### config.mk
export PLATFORM = sky130hd
export DESIGN_NAME = wdt_keyed
export DESIGN_NICKNAME = d
export VERILOG_FILES = /design/src/rtl/wdt_pkg.sv /design/src/rtl/wdt_tick_src.sv /design/src/rtl/wdt_cnt_stage.sv /design/src/rtl/wdt_clr_ctl.sv /design/src/rtl/wdt_keyed.sv
export SDC_FILE = /design/constraint.sdc
export NUM_CORES = 1
export LEC_CHECK = 0
export BUFFER_PORTS_ARGS = -buffer_cell sky130_fd_sc_hd__buf_4
export CORE_MARGIN = 3
export CORE_UTILIZATION = 56
export CTS_CLUSTER_SIZE = 20
export DETAILED_ROUTE_END_ITERATION = 7
export PLACE_DENSITY_LB_ADDON = 0.12
export RECOVER_POWER = 100
export SYNTH_ARGS = -nofsm -noshare
export SYNTH_HDL_FRONTEND = slang
export SYNTH_SLANG_ARGS = --single-unit
### constraint.sdc
create_clock -name clk_i -period 2.5 [get_ports clk_i]
set_input_delay 0.125 -clock clk_i [delete_from_list [all_inputs] [get_ports clk_i]]
set_output_delay 0.125 -clock clk_i [all_outputs]
set_load 0.01 [all_outputs]
### src/rtl/wdt_pkg.sv
package wdt_pkg;
   // time base selection
   typedef enum logic {
      SRC_SUB  = 1'b0,
      SRC_SYS4 = 1'b1
   } src_e;

   // number of selectable prescaler taps
   localparam int unsigned TAP_COUNT = 4;
   localparam int unsigned TAP_SEL_W = $clog2(TAP_COUNT);
   // divide ratio of the system clock time base
   localparam int unsigned SYS_DIV_W = 2;
endpackage

### src/rtl/wdt_tick_src.sv
module wdt_tick_src
   import wdt_pkg::*;
(
   input  logic clk_i,
   input  logic rst_ni,
   input  logic en_i,
   input  logic restart_i,
   input  logic sel_i,
   input  logic sub_tick_i,
   output logic tick_o
);
   logic [SYS_DIV_W-1:0] ph_q;

   always_ff @(posedge clk_i or negedge rst_ni) begin
      if (!rst_ni)        ph_q <= '0;
      else if (restart_i) ph_q <= '0;
      else                ph_q <= ph_q + 1'b1;
   end

   always_comb begin
      unique case (src_e'(sel_i))
         SRC_SYS4: tick_o = en_i && (&ph_q);
         default:  tick_o = en_i && sub_tick_i;
      endcase
   end

   // the divided system clock never ticks on two cycles in a row
   a_r1_sys_div_gap: assert property (@(posedge clk_i) disable iff (!rst_ni)
      (sel_i && tick_o && !restart_i) |=> !tick_o);
endmodule

### src/rtl/wdt_cnt_stage.sv
module wdt_cnt_stage #(
   parameter int unsigned W = 8
) (
   input  logic         clk_i,
   input  logic         rst_ni,
   input  logic         clr_i,
   input  logic         inc_i,
   output logic [W-1:0] q_o,
   output logic         co_o
);
   if (W < 1) begin : g_bad_w
      $error("wdt_cnt_stage: W must be at least 1");
   end

   always_ff @(posedge clk_i or negedge rst_ni) begin
      if (!rst_ni)    q_o <= '0;
      else if (clr_i) q_o <= '0;
      else if (inc_i) q_o <= q_o + 1'b1;
   end

   assign co_o = inc_i && (&q_o);

   // a restart leaves the stage at zero on the next cycle
   a_r3_stage_restart: assert property (@(posedge clk_i) disable iff (!rst_ni)
      clr_i |=> (q_o == '0));
endmodule

### src/rtl/wdt_clr_ctl.sv
module wdt_clr_ctl (
   input  logic clk_i,
   input  logic rst_ni,
   input  logic en_i,
   input  logic two_i,
   input  logic clr1_i,
   input  logic clr2_i,
   output logic fire_o
);
   logic f1_q, f2_q;
   logic have1, have2;

   assign have1 = f1_q || clr1_i;
   assign have2 = f2_q || clr2_i;

   always_comb begin
      if (!en_i)      fire_o = 1'b0;
      else if (two_i) fire_o = have1 && have2;
      else            fire_o = clr1_i || clr2_i;
   end

   always_ff @(posedge clk_i or negedge rst_ni) begin
      if (!rst_ni) begin
         f1_q <= 1'b0;
         f2_q <= 1'b0;
      end else if (!en_i || !two_i || fire_o) begin
         f1_q <= 1'b0;
         f2_q <= 1'b0;
      end else begin
         f1_q <= have1;
         f2_q <= have2;
      end
   end

   // a completed pair leaves no flag behind
   a_r8_pair_consumed: assert property (@(posedge clk_i) disable iff (!rst_ni)
      fire_o |=> (!f1_q && !f2_q));
   // nothing is remembered while the function is off
   a_r6_no_flags_off: assert property (@(posedge clk_i) disable iff (!rst_ni)
      !en_i |=> (!f1_q && !f2_q));
endmodule

### src/rtl/wdt_keyed.sv
module wdt_keyed
   import wdt_pkg::*;
#(
   parameter int unsigned     DIV_W   = 8,
   parameter int unsigned     PRE_W   = 7,
   parameter int unsigned     KEY_W   = 4,
   parameter logic [KEY_W-1:0] KEY_OFF = KEY_W'(4'b1010)
) (
   input  logic                 clk_i,
   input  logic                 rst_ni,
   input  logic                 cfg_en_i,
   input  logic                 cfg_src_sel_i,
   input  logic [1:0]           cfg_tap_sel_i,
   input  logic                 cfg_two_clr_i,
   input  logic                 sub_tick_i,
   input  logic                 key_we_i,
   input  logic [KEY_W-1:0]     key_d_i,
   input  logic                 clr1_i,
   input  logic                 clr2_i,
   output logic                 wdt_rst_o
);
   localparam int unsigned TAP_LO = PRE_W - TAP_COUNT;

   if (PRE_W < TAP_COUNT || DIV_W < 1 || TAP_SEL_W != 2) begin : g_bad_cfg
      $error("wdt_keyed: PRE_W must cover all taps and DIV_W must be at least 1");
   end

   logic [KEY_W-1:0]   key_q;
   logic               run, fire, tick, tmo, restart;
   logic [DIV_W-1:0]   div_q;
   logic [PRE_W-1:0]   pre_q;
   logic               div_co, pre_co, sel_co;
   logic [TAP_COUNT-1:0] tap_co;
   logic               fin_q, rst_q;

   // key register, resets to the stopping pattern
   always_ff @(posedge clk_i or negedge rst_ni) begin
      if (!rst_ni)       key_q <= KEY_OFF;
      else if (key_we_i) key_q <= key_d_i;
   end

   assign run     = cfg_en_i && (key_q != KEY_OFF);
   assign restart = !run || fire || tmo;

   wdt_clr_ctl i_clr (
      .clk_i  (clk_i),
      .rst_ni (rst_ni),
      .en_i   (run),
      .two_i  (cfg_two_clr_i),
      .clr1_i (clr1_i),
      .clr2_i (clr2_i),
      .fire_o (fire)
   );

   wdt_tick_src i_src (
      .clk_i      (clk_i),
      .rst_ni     (rst_ni),
      .en_i       (run),
      .restart_i  (restart),
      .sel_i      (cfg_src_sel_i),
      .sub_tick_i (sub_tick_i),
      .tick_o     (tick)
   );

   wdt_cnt_stage #(.W(DIV_W)) i_div (
      .clk_i  (clk_i),
      .rst_ni (rst_ni),
      .clr_i  (restart),
      .inc_i  (tick),
      .q_o    (div_q),
      .co_o   (div_co)
   );

   wdt_cnt_stage #(.W(PRE_W)) i_pre (
      .clk_i  (clk_i),
      .rst_ni (rst_ni),
      .clr_i  (restart),
      .inc_i  (div_co),
      .q_o    (pre_q),
      .co_o   (pre_co)
   );

   // carry out of each selectable prescaler tap
   for (genvar s = 0; s < TAP_COUNT; s++) begin : g_tap
      if (s == TAP_COUNT - 1) begin : g_top
         assign tap_co[s] = pre_co;
      end else begin : g_mid
         assign tap_co[s] = div_co && (&pre_q[TAP_LO+s:0]);
      end
   end

   assign sel_co = tap_co[cfg_tap_sel_i];
   assign tmo    = sel_co && fin_q && !fire;

   // final divide-by-two stage
   always_ff @(posedge clk_i or negedge rst_ni) begin
      if (!rst_ni)      fin_q <= 1'b0;
      else if (restart) fin_q <= 1'b0;
      else if (sel_co)  fin_q <= !fin_q;
   end

   always_ff @(posedge clk_i or negedge rst_ni) begin
      if (!rst_ni) rst_q <= 1'b0;
      else         rst_q <= tmo;
   end

   assign wdt_rst_o = rst_q;

   // the time-out pulse lasts one cycle
   a_r3_one_cycle: assert property (@(posedge clk_i) disable iff (!rst_ni)
      wdt_rst_o |=> !wdt_rst_o);
   // master enable off forbids a pulse
   a_r6_master_off: assert property (@(posedge clk_i) disable iff (!rst_ni)
      !cfg_en_i |=> !wdt_rst_o);
   // a held stopping key forbids a pulse
   a_r4_key_locked: assert property (@(posedge clk_i) disable iff (!rst_ni)
      (key_q == KEY_OFF) |=> !wdt_rst_o);
   // a clear on the final edge suppresses the pulse
   a_r9_clear_wins: assert property (@(posedge clk_i) disable iff (!rst_ni)
      fire |=> !wdt_rst_o);
endmodule

==> results of run 1 <==
worst paths after layout:
| path | end | slack, ns | startpoint | cells after the start |
|---|---|---|---|---|
| worst max-delay path | i_div.q_o[7] | 0.38 | i_pre.q_o[0] | 8 |
| max in group asynchronous | i_pre.q_o[6] | 1.17 | rst_ni | 2 |
| worst min-delay path | key_q[0] | 0.03 | key_d_i[0] | 2 |
| min in group asynchronous | i_clr.f1_q | 0.58 | rst_ni | 2 |
| worst max register to register | i_div.q_o[7] | 0.38 | i_pre.q_o[0] | 8 |
| worst min register to register | i_src.ph_q[0] | 0.44 | i_src.ph_q[0] | 1 |
critical path, cell delays in order, from the launching register on:
cell and delay (ns):
dfrtp_1 0.40, ha_1 0.24, and3_1 0.22, ha_1 0.19
mux2i_1 0.07, nand2_1 0.10, nand4_2 0.27, o21bai_2 0.41
nor2_1 0.10
power breakdown:
| group | switching [mW] | total [mW] | internal [mW] |
|---|---|---|---|
| logic | 0.0354 | 0.0705 | 0.0351 |
| registers | 0.00526 | 0.422 | 0.417 |
| clock network | 0.119 | 0.179 | 0.0600 |
| total | 0.160 | 0.672 | 0.512 |
per-stage QoR:
step	hold WS, ns	instance area (um^2)	worst slack (ns)	std cells	utilization, %
3_5_place_dp	0.0423	1440	0.474	168	69.2
6_report	0.0275	1470	0.382	174	70.7
5_1_grt	0.0179	1470	0.167	174	70.7
2_1_floorplan	-0.171	1320	0.701	129	-
3_3_place_gp	0.0396	1440	0.570	168	69.2
4_1_cts	0.0217	1490	0.457	174	71.5
sequential cells by signal (all words and copies together) (netlist names):
signal,flops
i_div.q_o,8
i_pre.q_o,7
key_q,4
i_src.ph_q,2
fin_q,1
i_clr.f1_q,1
i_clr.f2_q,1
wdt_rst_o,1
layer usage:
| layer | up-vias | global-route usage (%) | part of all wire (%) |
|---|---|---|---|
| met4 | 0 | 9.54 | 1.9 |
| li1 | 493 | - | - |
| met1 | 476 | 23.6 | 44 |
| met3 | 5 | 3.27 | 2.9 |
| met2 | 17 | 32.9 | 52 |
| met5 | - | 0 | 0 |
final cells by class:
class                      instances  area [um^2]  area share (%)
timing repair buffer              17          125            8.50
multi-input combinational         98          647            43.9
sequential                        25          628            42.7
clock inverter                     1         5.00           0.340
inverter                           3         11.3           0.765
tap                               27         33.8            2.29
clock buffer                       3         22.5            1.53
synth_stat cells, types with 2 or more instances:
master    instances  share of area [%]
a21oi_1           8                3.0
a31oi_1           3                1.4
and2_1            2               0.95
and3_1            3                1.4
buf_2             2               0.76
dfrtp_1          23                 44
dfstp_2           2                4.0
ha_1              4                3.8
inv_1             3               0.86
mux2_2            6                5.1
nand2_1          11                3.1
nand3_1          10                3.8
nand4b_1          2                1.3
nor2_1           16                4.6
nor2b_1           2               0.95
nor3_1            2               0.76
o21ai_0           5                1.9
xnor2_1           6                4.0
kinds of logic (layout without fill, tap and decap cells):
group,count (synthesis),after routing,share of synthesized area (%)
adders and majority gates,4,4,3.81
DFF,25,25,47.8
AOI/OAI and AO/OA,20,20,9.61
and+or+nand+nor,59,59,24.6
muxes,8,8,7.04
buffers and inverters,6,24,2.47
xor gates and xnor gates,7,7,4.66
==> summary.txt, run 1 <==
Synth
  – Top FF cell, synth: dfrtp_1
  – Syn avg cell area: 10.2 um^2
  – Register area share after synthesis: between 40% and 50%
  – Asr flop ratio synth: 100%
  – Synthesized instance count: 129
  – Mapped cell area: between 1000 and 1500 um^2
  – Post-synth EDFFs: 0
  – Syn nets: between 100 and 150
  – Post-synth cell types: 37
  – Synth Register Bits: 25
  – YS warnings: 0

Drt
  – Detailed Routing Iterations Pass 1: 4
  – Vias: 991
  – Post-route ant nets: 0
  – WL/cell: around 14 um
  – Total Wirelength: 2400 um
  – DR vias/cell: between 5 and 6
  – Initial DRC count: 3
  – DR DRC count: 0

Floorplan
  – Initial core utilization: 63.2%
  – Chip Width: between 50 and 60 um
  – Num ports: 16
  – FP Rows: 16
  – Die area: between 2000 and 3000 um^2
  – Core Area: about 2100 um^2
  – Die Y: around 54 um

Clock tree
  – Clock root cell: clkbuf_4
  – Clk_lat worst skew: approximately 0.32 ns
  – Postcts setup bufs: 0
  – Clock transition at path regs: 0.13 ns
  – # hold bufs at CTS: 2
  – TritonCTS Buffers: 3
  – H-tree Lvls: 1
  – Clk sinks: 25
  – CTS tree: built
  – # resized after CTS: 0
  – Bufs on Longest Clock Path: 2

Timing
  – Final worst path period share: 84.7%
  – Relative slew slack: 15.0%
  – RSZ-0062 raised after global routing: no
  – Final hold vios: 0
  – Max-slew violations: 0
  – Setup tns final: 0 ns
  – Min Tclk post-route: 2.12 ns
  – Worst Tran Pin Value: between 1 and 1.5 ns
  – Max Clock Freq: 0.472 GHz
  – Clk_skew: 0.000547 ns
  – Final setup viols: 0

Final layout
  – ANT cells: 0
  – Number of fill cells: ~170
  – Layout cells sized above 1: 21.1%
  – Commonest non-fill, non-tap cells in the layout: dfrtp_1 (23), nor2_1 (16), buf_4 (13)
  – NumNets Final: between 150 and 200
  – Area growth from synthesis to layout: 12.0%
  – Most common cell after layout, fill and taps aside: dfrtp_1

Flow run
  – Max Cap Viol: 0

Placement
  – GP Congestion: 0.806
  – # port buffers: 15
  – HPWL after detailed placement: 1830 um

Power
  – Lkg Pwr: 0.613 nW
  – Total Power: 0.672 mW
  – Total power divided by cell area: roughly 460 nW/um^2
  – Peak supply drop: 0.000468 V

Worst setup path
  – Crit path launch type: register
  – Data required, critical path: 2.71 ns
  – Worst EP arrival: 2.33 ns
  – Setup CP Type: reg -> reg
  – Crit-path max FO: 11
  – Worst Setup End Kind: register

Global route
  – Total gr overflow: 0
  – Global-route wire length before repair: 4030 um
  – GR Util All Layers: between 10% and 20%
  – Vias in the first global route: 964
  – Pin count of the biggest net entering global routing: 26
  – Initial antenna violation count: 0

Status
  – Run status: finished, final reports clean

Min path
  – Type of the worst min-delay path: in -> reg
(Power assumes the default switching activity.)
==> run 2, diff against run 1 <==
- ABC_AREA: not set -> 1
- CORE_UTILIZATION: 56 -> 51
- clock period: 2.5 -> 1.75 ns (I/O delays scaled with it)
==> summary.txt, run 2 <==
Global route
  – Initial antenna violation count: 0 (unchanged)
  – Vias in the first global route: 1197 (+24%)
  – Global-route wire length before repair: 5120 um (+27%)
  – Pin count of the biggest net entering global routing: 26 (unchanged)
  – GR Util All Layers: 19.9% (+0.53 points)
  – Total gr overflow: 0 (unchanged)

Power
  – Total Power: 0.988 mW (+47%)
  – Peak supply drop: 0.000730 V (+56%)
  – Lkg Pwr: 0.847 nW (+38%)
  – Total power divided by cell area: 557 nW/um^2 (+22%)

Timing
  – Max Clock Freq: 0.584 GHz (+24%)
  – Clk_skew: 0.00562 ns (+0.00507 ns)
  – Worst hold slack: 0.0120 ns (-0.0155 ns)
  – Final setup viols: 0 (unchanged)
  – Final hold vios: 0 (unchanged)
  – Setup tns final: 0 ns (unchanged)
  – Max-slew violations: 0 (unchanged)
  – Worst Tran Pin Value: 1.35 ns (+0.0705 ns)
  – Final worst path period share: 97.9% (+13 points)
  – Relative slew slack: 10.3% (-4.7 points)
  – Min Tclk post-route: 1.71 ns (-0.405 ns)

Synth
  – Top cells by area, synth: dfrtp_1 (41%), nand2_1 (12%), nor2_1 (6.2%), inv_1 (5.9%), dfstp_2 (3.8%)
  – Post-synth EDFFs: 0 (unchanged)
  – Synthesized-area fraction occupied by adder cells: 3.59% (-0.22 points)
  – Synthesized instance count: 169 (+31%)
  – Post-synthesis xor/xnor area fraction: 0.628% (-4.0 points)
  – Asr flop ratio synth: 100% (unchanged)
  – YS warnings: 0 (unchanged)
  – Main combinational cell family by area after synthesis: simple AND/OR/NAND/NOR gates
  – Yosys top cell by area: dfrtp_1
  – Area share of and/or/nand/nor cells after synthesis: 33.6% (+8.9 points)
  – Syn nets: 188 (+27%)
  – Synth top area share: 41.3% (-2.5 points)
  – Mux cell area share after synthesis: 1.62% (-5.4 points)
  – Top FF cell, synth: dfrtp_1
  – Syn avg cell area: 8.25 um^2 (-19%)
  – Post-synth cell types: 28 (-24%)
  – Count leader, synth: nand2_1
  – Mapped cell area: 1390 um^2 (+6.0%)
  – Synth top cells by count: nand2_1 (45), dfrtp_1 (23), nor2_1 (23), inv_1 (22)
  – Register area share after synthesis: 45.1% (-2.7 points)
  – Synth Register Bits: 25 (unchanged)
  – Synth Area in Compound Gates: 7.36% (-2.2 points)

Drt
  – DR vias/cell: 5.19 (-8.9%)
  – WL/cell: 13.4 um (-2.6%)
  – Total Wirelength: 3150 um (+31%)
  – Detailed Routing Iterations Pass 1: 4 (unchanged)
  – Post-route ant nets: 0 (unchanged)
  – Vias: 1214 (+23%)
  – Initial DRC count: 64 (+61)
  – DR DRC count: 0 (unchanged)

Clock tree
  – Clk sinks: 25 (unchanged)
  – Clock root cell: clkbuf_4
  – Bufs on Longest Clock Path: 2 (unchanged)
  – Clk_lat worst skew: 0.33 ns (about the same)
  – Clock transition at path regs: 0.14 ns (about the same)
  – CTS tree: built
  – TritonCTS Buffers: 3 (unchanged)
  – H-tree Lvls: 1 (unchanged)

Final layout
  – Fin util: 69.8% (-0.97 points)
  – Cell Count, Final, Fillers Out: 234 (+34%)
  – Layout cells sized above 1: 28.9% (+7.8 points)
  – Area of the multi-input gates: 741 um^2 (+15%)
  – Most common cell after layout, fill and taps aside: nand2_1
  – Area growth from synthesis to layout: 27.4%
  – Largest Register: i_div.q_o
  – Register area: 628 um^2 (unchanged)
  – Largest register FFs: 8 (unchanged)
  – NumNets Final: 224 (+34%)
  – ANT cells: 0 (unchanged)
  – Commonest non-fill, non-tap cells in the layout: nand2_1 (44), dfrtp_1 (23), buf_4 (21)
  – Number of fill cells: 223 (+30%)
  – Largest regs: i_div.q_o x8, i_pre.q_o x7, key_q x4

Floorplan
  – Chip Width: 58.3 um (+7.0%)
  – Initial core utilization: 54.8% (-8.4 points)
  – Die Y: 58.3 um (+7.0%)
  – Core Area: 2540 um^2 (+22%)
  – FP Rows: 18 (+2)
  – Num ports: 16 (unchanged)
  – Die area: 3400 um^2 (+15%)

Worst setup path
  – Crit path from: i_pre.q_o[1]
  – R2R Path Start: i_pre.q_o[1]
  – Worst Setup End Kind: register
  – Crit-path max FO: 5 (-6)
  – Worst EP arrival: 1.96 ns (-0.37 ns)
  – Data required, critical path: 2.00 ns (-0.71 ns)
  – Crit path launch type: register
  – Reg-to-reg slack, setup: 0.04 ns (-0.34 ns)
  – Setup CP Type: reg -> reg

Placement
  – GP Congestion: 0.758 (-6.0%)
  – Placed Cells: 214 (+27%)
  – HPWL after detailed placement: 1850 um (+0.75%)
  – # port buffers: 15 (unchanged)

Min path
  – Hold path start: clr2_i
  – Type of the worst min-delay path: in -> reg

Status
  – Run status: finished, final reports clean

Flow run
  – Max Cap Viol: 0 (unchanged)
run 2: where the power goes:
| group | internal [mW] | total, mW | leakage [nW] | switching (mW) |
|---|---|---|---|---|
| clock network | 0.0895 | 0.265 | 0.0150 | 0.176 |
| logic | 0.0516 | 0.121 | 0.496 | 0.0697 |
| registers | 0.595 | 0.602 | 0.336 | 0.00676 |
run 2: timing repair:
item	CTS	global route
endpoints found under the hold margin	29	0
pin swaps	3	6
endpoints found under the setup margin	16	19
buffers inserted	5	4
cloned	1	0
hold buffers	6	0
resized for setup	4	15
run 2: per-stage QoR:
step,instance area [um^2],worst slack [ns]
2_1_floorplan,1390,0.0376
3_3_place_gp,1530,0.0452
3_5_place_dp,1530,-0.0369
4_1_cts,1680,0.00101
5_1_grt,1780,-0.0618
6_report,1780,0.0372
run 2: path summary, 6_finish.rpt:
kind,end,cells past startpoint
worst max-delay path,wdt_rst_o,11
worst min-delay path,i_clr.f2_q,3
worst max register to register,wdt_rst_o,11
worst min register to register,i_src.ph_q[0],1
max in group asynchronous,i_div.q_o[6],2
min in group asynchronous,i_pre.q_o[6],2
run 2: cell type report:
| cell class | instances | share of cell area [%] |
|---|---|---|
| Clock buffer | 4 | 1.48 |
| Multi-Input combinational cell | 121 | 41.7 |
| Inverter | 22 | 4.65 |
| Sequential cell | 25 | 35.4 |
| Timing Repair Buffer | 32 | 14.7 |
| Tap cell | 30 | 2.11 |
run 2: routing by layer:
| metal | up-vias | track usage [%] | wire length [um] |
|---|---|---|---|
| li1 | 606 | - | - |
| met1 | 581 | 21.8 | 1280 |
| met2 | 20 | 36.8 | 1720 |
| met3 | 7 | 5.57 | 100 |
| met4 | 0 | 5.63 | 47 |
| met5 | - | 0 | 0 |
run 2: cells by family (layout without fill, tap and decap cells):
group / Yosys count / in the layout
XOR/XNOR: 1 / 1
adder cells (fa/ha/maj): 4 / 4
AO/OA/AOI/OAI: 16 / 16
flip-flops: 25 / 25
buffers and inverters: 24 / 58
multiplexers: 2 / 2
AND/OR/NAND/NOR: 97 / 98
run 2: critical path: stages, from the launching register on:
cell and delay (ns):
dfrtp_1 0.43, ha_4 0.17, nand3_2 0.09, inv_2 0.08, ha_4 0.13, nor2_2 0.03
nor2_1 0.09, nand2_1 0.08, nand2_2 0.09, nand3_4 0.09, buf_12 0.15, a31oi_1 0.19
